**config.mk**
```make
export PLATFORM = sky130hd
export DESIGN_NAME = intx_msg_router
export DESIGN_NICKNAME = d
export VERILOG_FILES = /design/src/rtl/intx_router_pkg.sv /design/src/rtl/intx_level_track.sv /design/src/rtl/intx_up_sender.sv /design/src/rtl/intx_msi_queue.sv /design/src/rtl/intx_msg_router.sv
export SDC_FILE = /design/constraint.sdc
export NUM_CORES = 1
export LEC_CHECK = 0
export ABC_AREA = 1
export BUFFER_PORTS_ARGS = -buffer_cell sky130_fd_sc_hd__buf_2
export CAP_MARGIN = 20
export CORE_MARGIN = 4
export CORE_UTILIZATION = 50
export DETAILED_ROUTE_END_ITERATION = 7
export PLACE_DENSITY = 0.7
export SLEW_MARGIN = 20
export SYNTH_ARGS = -nofsm -noshare
export SYNTH_HDL_FRONTEND = slang
export SYNTH_SLANG_ARGS = --single-unit
```
**constraint.sdc**
```tcl
create_clock -name clk -period 1.3 [get_ports clk]
set_input_delay 0.26 -clock clk [delete_from_list [all_inputs] [get_ports clk]]
set_output_delay 0.26 -clock clk [all_outputs]
set_load 0.005 [all_outputs]
```
**src/rtl/intx_router_pkg.sv**
```systemverilog
package intx_router_pkg;
   localparam int PIN_CNT = 4;
   localparam int PIN_W   = 2;

   typedef logic [PIN_W-1:0]   pin_idx_t;
   typedef logic [PIN_CNT-1:0] pin_vec_t;

   // lowest set bit of a pin vector (0 when empty)
   function automatic pin_idx_t lowest_pin(input pin_vec_t v);
      pin_idx_t r;
      r = '0;
      for (int i = PIN_CNT - 1; i >= 0; i--) begin
         if (v[i]) r = pin_idx_t'(i);
      end
      return r;
   endfunction
endpackage

```
**src/rtl/intx_level_track.sv**
```systemverilog
module intx_level_track
   import intx_router_pkg::*;
#(
   parameter int NUM_SRC = 3,
   parameter int SRC_W   = 2
) (
   input  logic             clk,
   input  logic             rst_n,
   input  logic             msg_valid,
   input  logic             msg_assert,
   input  pin_idx_t         msg_pin,
   input  logic [SRC_W-1:0] msg_src,
   output pin_vec_t         pin_level
);
   logic src_ok;

   // source range check: a full power-of-two range needs no compare
   generate
      if (NUM_SRC == (1 << SRC_W)) begin : g_full_range
         assign src_ok = 1'b1;
      end else begin : g_part_range
         assign src_ok = (msg_src < SRC_W'(NUM_SRC));
      end
   endgenerate

   logic upd;
   assign upd = msg_valid && src_ok;

   generate
      for (genvar p = 0; p < PIN_CNT; p++) begin : g_pin
         logic [NUM_SRC-1:0] held;
         for (genvar s = 0; s < NUM_SRC; s++) begin : g_src
            logic hit;
            assign hit = upd && (msg_pin == pin_idx_t'(p)) && (msg_src == SRC_W'(s));
            always_ff @(posedge clk or negedge rst_n) begin
               if (!rst_n)   held[s] <= 1'b0;
               else if (hit) held[s] <= msg_assert;
            end
         end
         assign pin_level[p] = |held;
      end
   endgenerate
endmodule

```
**src/rtl/intx_up_sender.sv**
```systemverilog
module intx_up_sender
   import intx_router_pkg::*;
(
   input  logic     clk,
   input  logic     rst_n,
   input  pin_vec_t route_up,
   output logic     up_valid,
   output logic     up_assert,
   output pin_idx_t up_pin
);
   pin_vec_t sent;
   pin_vec_t diff;

   // mirror of what the upstream hub believes; send only differences
   assign diff      = route_up ^ sent;
   assign up_valid  = |diff;
   assign up_pin    = lowest_pin(diff);
   assign up_assert = route_up[up_pin];

   always_ff @(posedge clk or negedge rst_n) begin
      if (!rst_n)        sent <= '0;
      else if (up_valid) sent[up_pin] <= up_assert;
   end
endmodule

```
**src/rtl/intx_msi_queue.sv**
```systemverilog
module intx_msi_queue
   import intx_router_pkg::*;
#(
   parameter int CNT_W = 2
) (
   input  logic     clk,
   input  logic     rst_n,
   input  pin_vec_t msi_level,
   input  logic     msi_ready,
   output logic     msi_valid,
   output pin_idx_t msi_pin
);
   localparam logic [CNT_W-1:0] CNT_MAX = {CNT_W{1'b1}};

   pin_vec_t prev;
   pin_vec_t rise;
   pin_vec_t nz;
   pin_vec_t take;
   logic     load;
   pin_idx_t pick;

   assign rise = msi_level & ~prev;
   assign load = !msi_valid || msi_ready;
   assign pick = lowest_pin(nz);

   always_ff @(posedge clk or negedge rst_n) begin
      if (!rst_n) prev <= '0;
      else        prev <= msi_level;
   end

   generate
      for (genvar p = 0; p < PIN_CNT; p++) begin : g_cnt
         logic [CNT_W-1:0] cnt;
         assign nz[p]   = (cnt != '0);
         assign take[p] = load && (pick == pin_idx_t'(p)) && nz[p];
         always_ff @(posedge clk or negedge rst_n) begin
            if (!rst_n) begin
               cnt <= '0;
            end else begin
               unique case ({rise[p], take[p]})
                  2'b10:   if (cnt != CNT_MAX) cnt <= cnt + 1'b1;
                  2'b01:   cnt <= cnt - 1'b1;
                  default: cnt <= cnt;
               endcase
            end
         end
      end
   endgenerate

   // output holding stage keeps the request stable under back-pressure
   always_ff @(posedge clk or negedge rst_n) begin
      if (!rst_n) begin
         msi_valid <= 1'b0;
         msi_pin   <= '0;
      end else if (load) begin
         msi_valid <= |nz;
         if (|nz) msi_pin <= pick;
      end
   end
endmodule

```
**src/rtl/intx_msg_router.sv**
```systemverilog
module intx_msg_router
   import intx_router_pkg::*;
#(
   parameter  int NUM_SRC = 3,
   parameter  int CNT_W   = 2,
   localparam int SRC_W   = (NUM_SRC > 1) ? $clog2(NUM_SRC) : 1
) (
   input  logic             clk,
   input  logic             rst_n,
   input  logic             msg_valid,
   input  logic             msg_assert,
   input  logic [1:0]       msg_pin,
   input  logic [SRC_W-1:0] msg_src,
   input  logic [3:0]       cfg_pin_mask,
   input  logic             cfg_boot_dis,
   input  logic             cfg_route_dis,
   output logic             msi_valid,
   input  logic             msi_ready,
   output logic [1:0]       msi_pin,
   output logic             up_valid,
   output logic             up_assert,
   output logic [1:0]       up_pin
);
   generate
      if (NUM_SRC < 1) begin : g_bad_src
         $error("NUM_SRC must be at least 1");
      end
      if (CNT_W < 1) begin : g_bad_cnt
         $error("CNT_W must be at least 1");
      end
   endgenerate

   pin_vec_t pin_level;
   pin_vec_t msi_level;
   pin_vec_t route_up;
   logic     fwd_ok;

   intx_level_track #(.NUM_SRC(NUM_SRC), .SRC_W(SRC_W)) u_track (
      .clk        (clk),
      .rst_n      (rst_n),
      .msg_valid  (msg_valid),
      .msg_assert (msg_assert),
      .msg_pin    (msg_pin),
      .msg_src    (msg_src),
      .pin_level  (pin_level)
   );

   assign fwd_ok    = !cfg_boot_dis && !cfg_route_dis;
   assign msi_level = pin_level & ~cfg_pin_mask;
   assign route_up  = pin_level & cfg_pin_mask & {PIN_CNT{fwd_ok}};

   intx_up_sender u_up (
      .clk       (clk),
      .rst_n     (rst_n),
      .route_up  (route_up),
      .up_valid  (up_valid),
      .up_assert (up_assert),
      .up_pin    (up_pin)
   );

   intx_msi_queue #(.CNT_W(CNT_W)) u_msi (
      .clk       (clk),
      .rst_n     (rst_n),
      .msi_level (msi_level),
      .msi_ready (msi_ready),
      .msi_valid (msi_valid),
      .msi_pin   (msi_pin)
   );
endmodule

```
==> results.toml <==
[status]
status = "finished, violations left"
violations = "setup timing"

[floorplanning]
die_h_um = 65.8
rows = 20
die_x_um = 65.8
ios = 22
die_area_mm2 = 0.00433
core_region_area_mm2 = 0.00313
initial_utilization = 0.534

[grt]
antenna_found_initial = 0
grt_pass1_wl_mm = 7.38
grt_pass1_vias = 1741
grt_max_degree = 32
grt_usage = 0.223
grt_overflow = 0

[route]
drt_iter0_drc = 156
wl_per_cell_um = 16.8
via_per_inst = 5.42
drt-pass1-iter-count = 4
wirelength_mm = 6.03
detail-route-antenna-nets = 0
vias = 1945
drc = 0

[synth]
yosysSeqAreaShare = 0.464
synth-edff-count = 0
synth-seq-cells = 31
synth_warnings = 0
syn_area_per_cell_um2 = 7.46
synth_area_mm2 = 0.00167
synth_async_sr_flop_share = 1.00
synth_cell_types = 24
syn_inst = 224
synthesis.nets = 239
ys_dominant_reg_cell = "dfrtp_1"

[pwr]
ir_drop_mv = 1.03
total_power_mw = 5.14
power.density_mw_per_mm2 = 1890
cellLeakagePower_nw = 1.38

[timing]
drv_slew = 0
layout_setup_ws_ns = -0.758
tns_ns = -4.28
slew_headroom = 0.608
max_freq_mhz = 486
finalCriticalPeriod_ns = 2.06
fin_worst_skew_ns = 0.0111
fin_crit_sh = 1.58
rsz0062_at_grt = "yes"
setup_viol = 16
tightest_slew_ns = 0.583
hold_viol = 0

[cells_and_area]
areaGrowthSynthToFinish_pct = 62.8
antenna_cells = 0
final_cell_mix = "buf_4, inv_1, dfrtp_1, nand2_1, buf_2"
multi_input_area_mm2 = 0.00104
drive_above_1_share = 0.502
nFillCells = 153
seq_area_um2 = 776
final_common_cell = "buf_4"
final_cell_area_mm2 = 0.00272
fin_nets = 329
final_util = 0.870

[placement]
dp_hpwl_mm = 2.85
dp_slack_ns = -0.411
post_dp_cell_area_mm2 = 0.00220
io_buffer_count = 21
place.gp.congestion = 0.841

[clock_network]
cts-htree-levels = 2
cts_tree = "done"
clock_path_buffers = 2
root_buffer = "clkbuf_4"
insertion_delay_ns = 0.33
cts_sinks = 31
path_clk_slew_ns = 0.11
cts_buffers = 5

[setup_path]
cp.arrival_ns = 1.80
crit_path_top_delay_cell = "dfrtp_1"
r2r_cells = 9
startpoint = "u_track.g_pin[0].held[1]"
start_kind = "register"
cp_max_fo = 5
crit_buf_inv = 1
worstSetupPathType = "register to output pin"
critPathTopFamily = "simple AND/OR/NAND/NOR gates"
end_kind = "output pin"
path_cells = "nor2_2, nand2_2, nand2_2, nand2_2, nand2_4, nand2_4, nor2_4, nand2_1, nand3_2, nand2_1, buf_2"
cp.required_ns = 1.04
r2r_slack_ns = -0.27
path_common_cell = "nand2_2"
critPathMaxStageDelay_ns = 0.40
rr_startpoint = "u_track.g_pin[0].held[1]"
r2r_end = "u_msi.g_cnt[0].cnt[0]"

[job]
drv_cap = 0

[hold_path]
hold_path_class = "primary input to register"
min_to = "u_msi.prev[0]"
whs_path_depth = 2
hp-start = "cfg_pin_mask[0]"
==> final cells by class <==
class / instances / area share
Clock buffer: 7 / 0.0239
Clock inverter: 1 / 0.00276
Inverter: 42 / 0.0607
Multi-Input combinational cell: 150 / 0.382
Sequential cell: 31 / 0.285
Tap cell: 44 / 0.0202
Timing Repair Buffer: 84 / 0.226
==> synth_stat cells (2+ instances only) <==
cell,number,area share
nand4_1,2,0.0075
a31oi_1,8,0.030
inv_1,41,0.092
o21ai_1,4,0.012
nor3_1,9,0.027
nor2_1,21,0.047
nand2_1,48,0.11
nor2_2,5,0.019
nand3_1,19,0.057
dfrtp_1,31,0.46
o21ai_0,13,0.039
xor2_1,3,0.016
or2_1,2,0.0075
nand2_2,2,0.0075
a21oi_1,7,0.021
==> flip-flops by register name (all words and copies together), names as in the netlist <==
signal,cells
u_up.sent,4
u_msi.msi_pin,2
u_track.g_pin.held,12
u_msi.g_cnt.cnt,8
u_msi.msi_valid,1
u_msi.prev,4
==> worst max path at each step <==
stage	endpoint	slack, ns	cells after the start
floorplan	up_assert	-0.16	10
global placement	up_assert	-0.39	12
detailed placement	up_assert	-0.41	12
CTS	up_assert	-0.67	11
global route	up_assert	-0.85	11
finish	up_assert	-0.76	11
==> worst reg2reg max path: cells and delay by family, from the launching register on <==
| kind | cells | cell delay, ns |
|---|---|---|
| simple gates | 4 | 0.54 |
| flops | 1 | 0.37 |
| compound gates | 1 | 0.15 |
| buf+inv | 3 | 0.25 |
| xor+xnor | 1 | 0.18 |
==> through the flow <==
stage / hold slack (ns) / instances
finish: 0.150 / 359
CTS: 0.130 / 350
global route: 0.166 / 359
floorplan: -0.0356 / 224
global placement: 0.225 / 336
detailed placement: 0.223 / 336
==> power by group <==
part	switching [mW]	internal (mW)	leakage (nW)
logic	1.59	1.38	0.965
clock network	0.352	0.316	0.0375
registers	0.255	1.25	0.377
==> what timing repair did <==
action	in CTS	in global routing
pin swaps	24	33
hold buffers	1	0
gates resized for setup	38	53
endpoints found under the hold margin	31	0
buffers inserted	8	10
setup endpoints to repair	15	18
==> layer usage <==
layer  up-vias  global-route usage  part of all wire
met5         -                   0                 0
met4         0              0.0984             0.047
met3        30              0.0408             0.056
met2        95               0.398              0.52
met1       913               0.258              0.38
li1        907                   -                 -
==> logic make-up (layout without fill, tap and decap cells) <==
kind of cell | Yosys count | count (layout) | synth area share
flops | 31 | 31 | 0.464
buf+inv | 43 | 134 | 0.0966
compound gates | 37 | 37 | 0.126
simple gates | 110 | 110 | 0.298
xor+xnor | 3 | 3 | 0.0157
No activity file was read; power rests on OpenSTA's default activity.
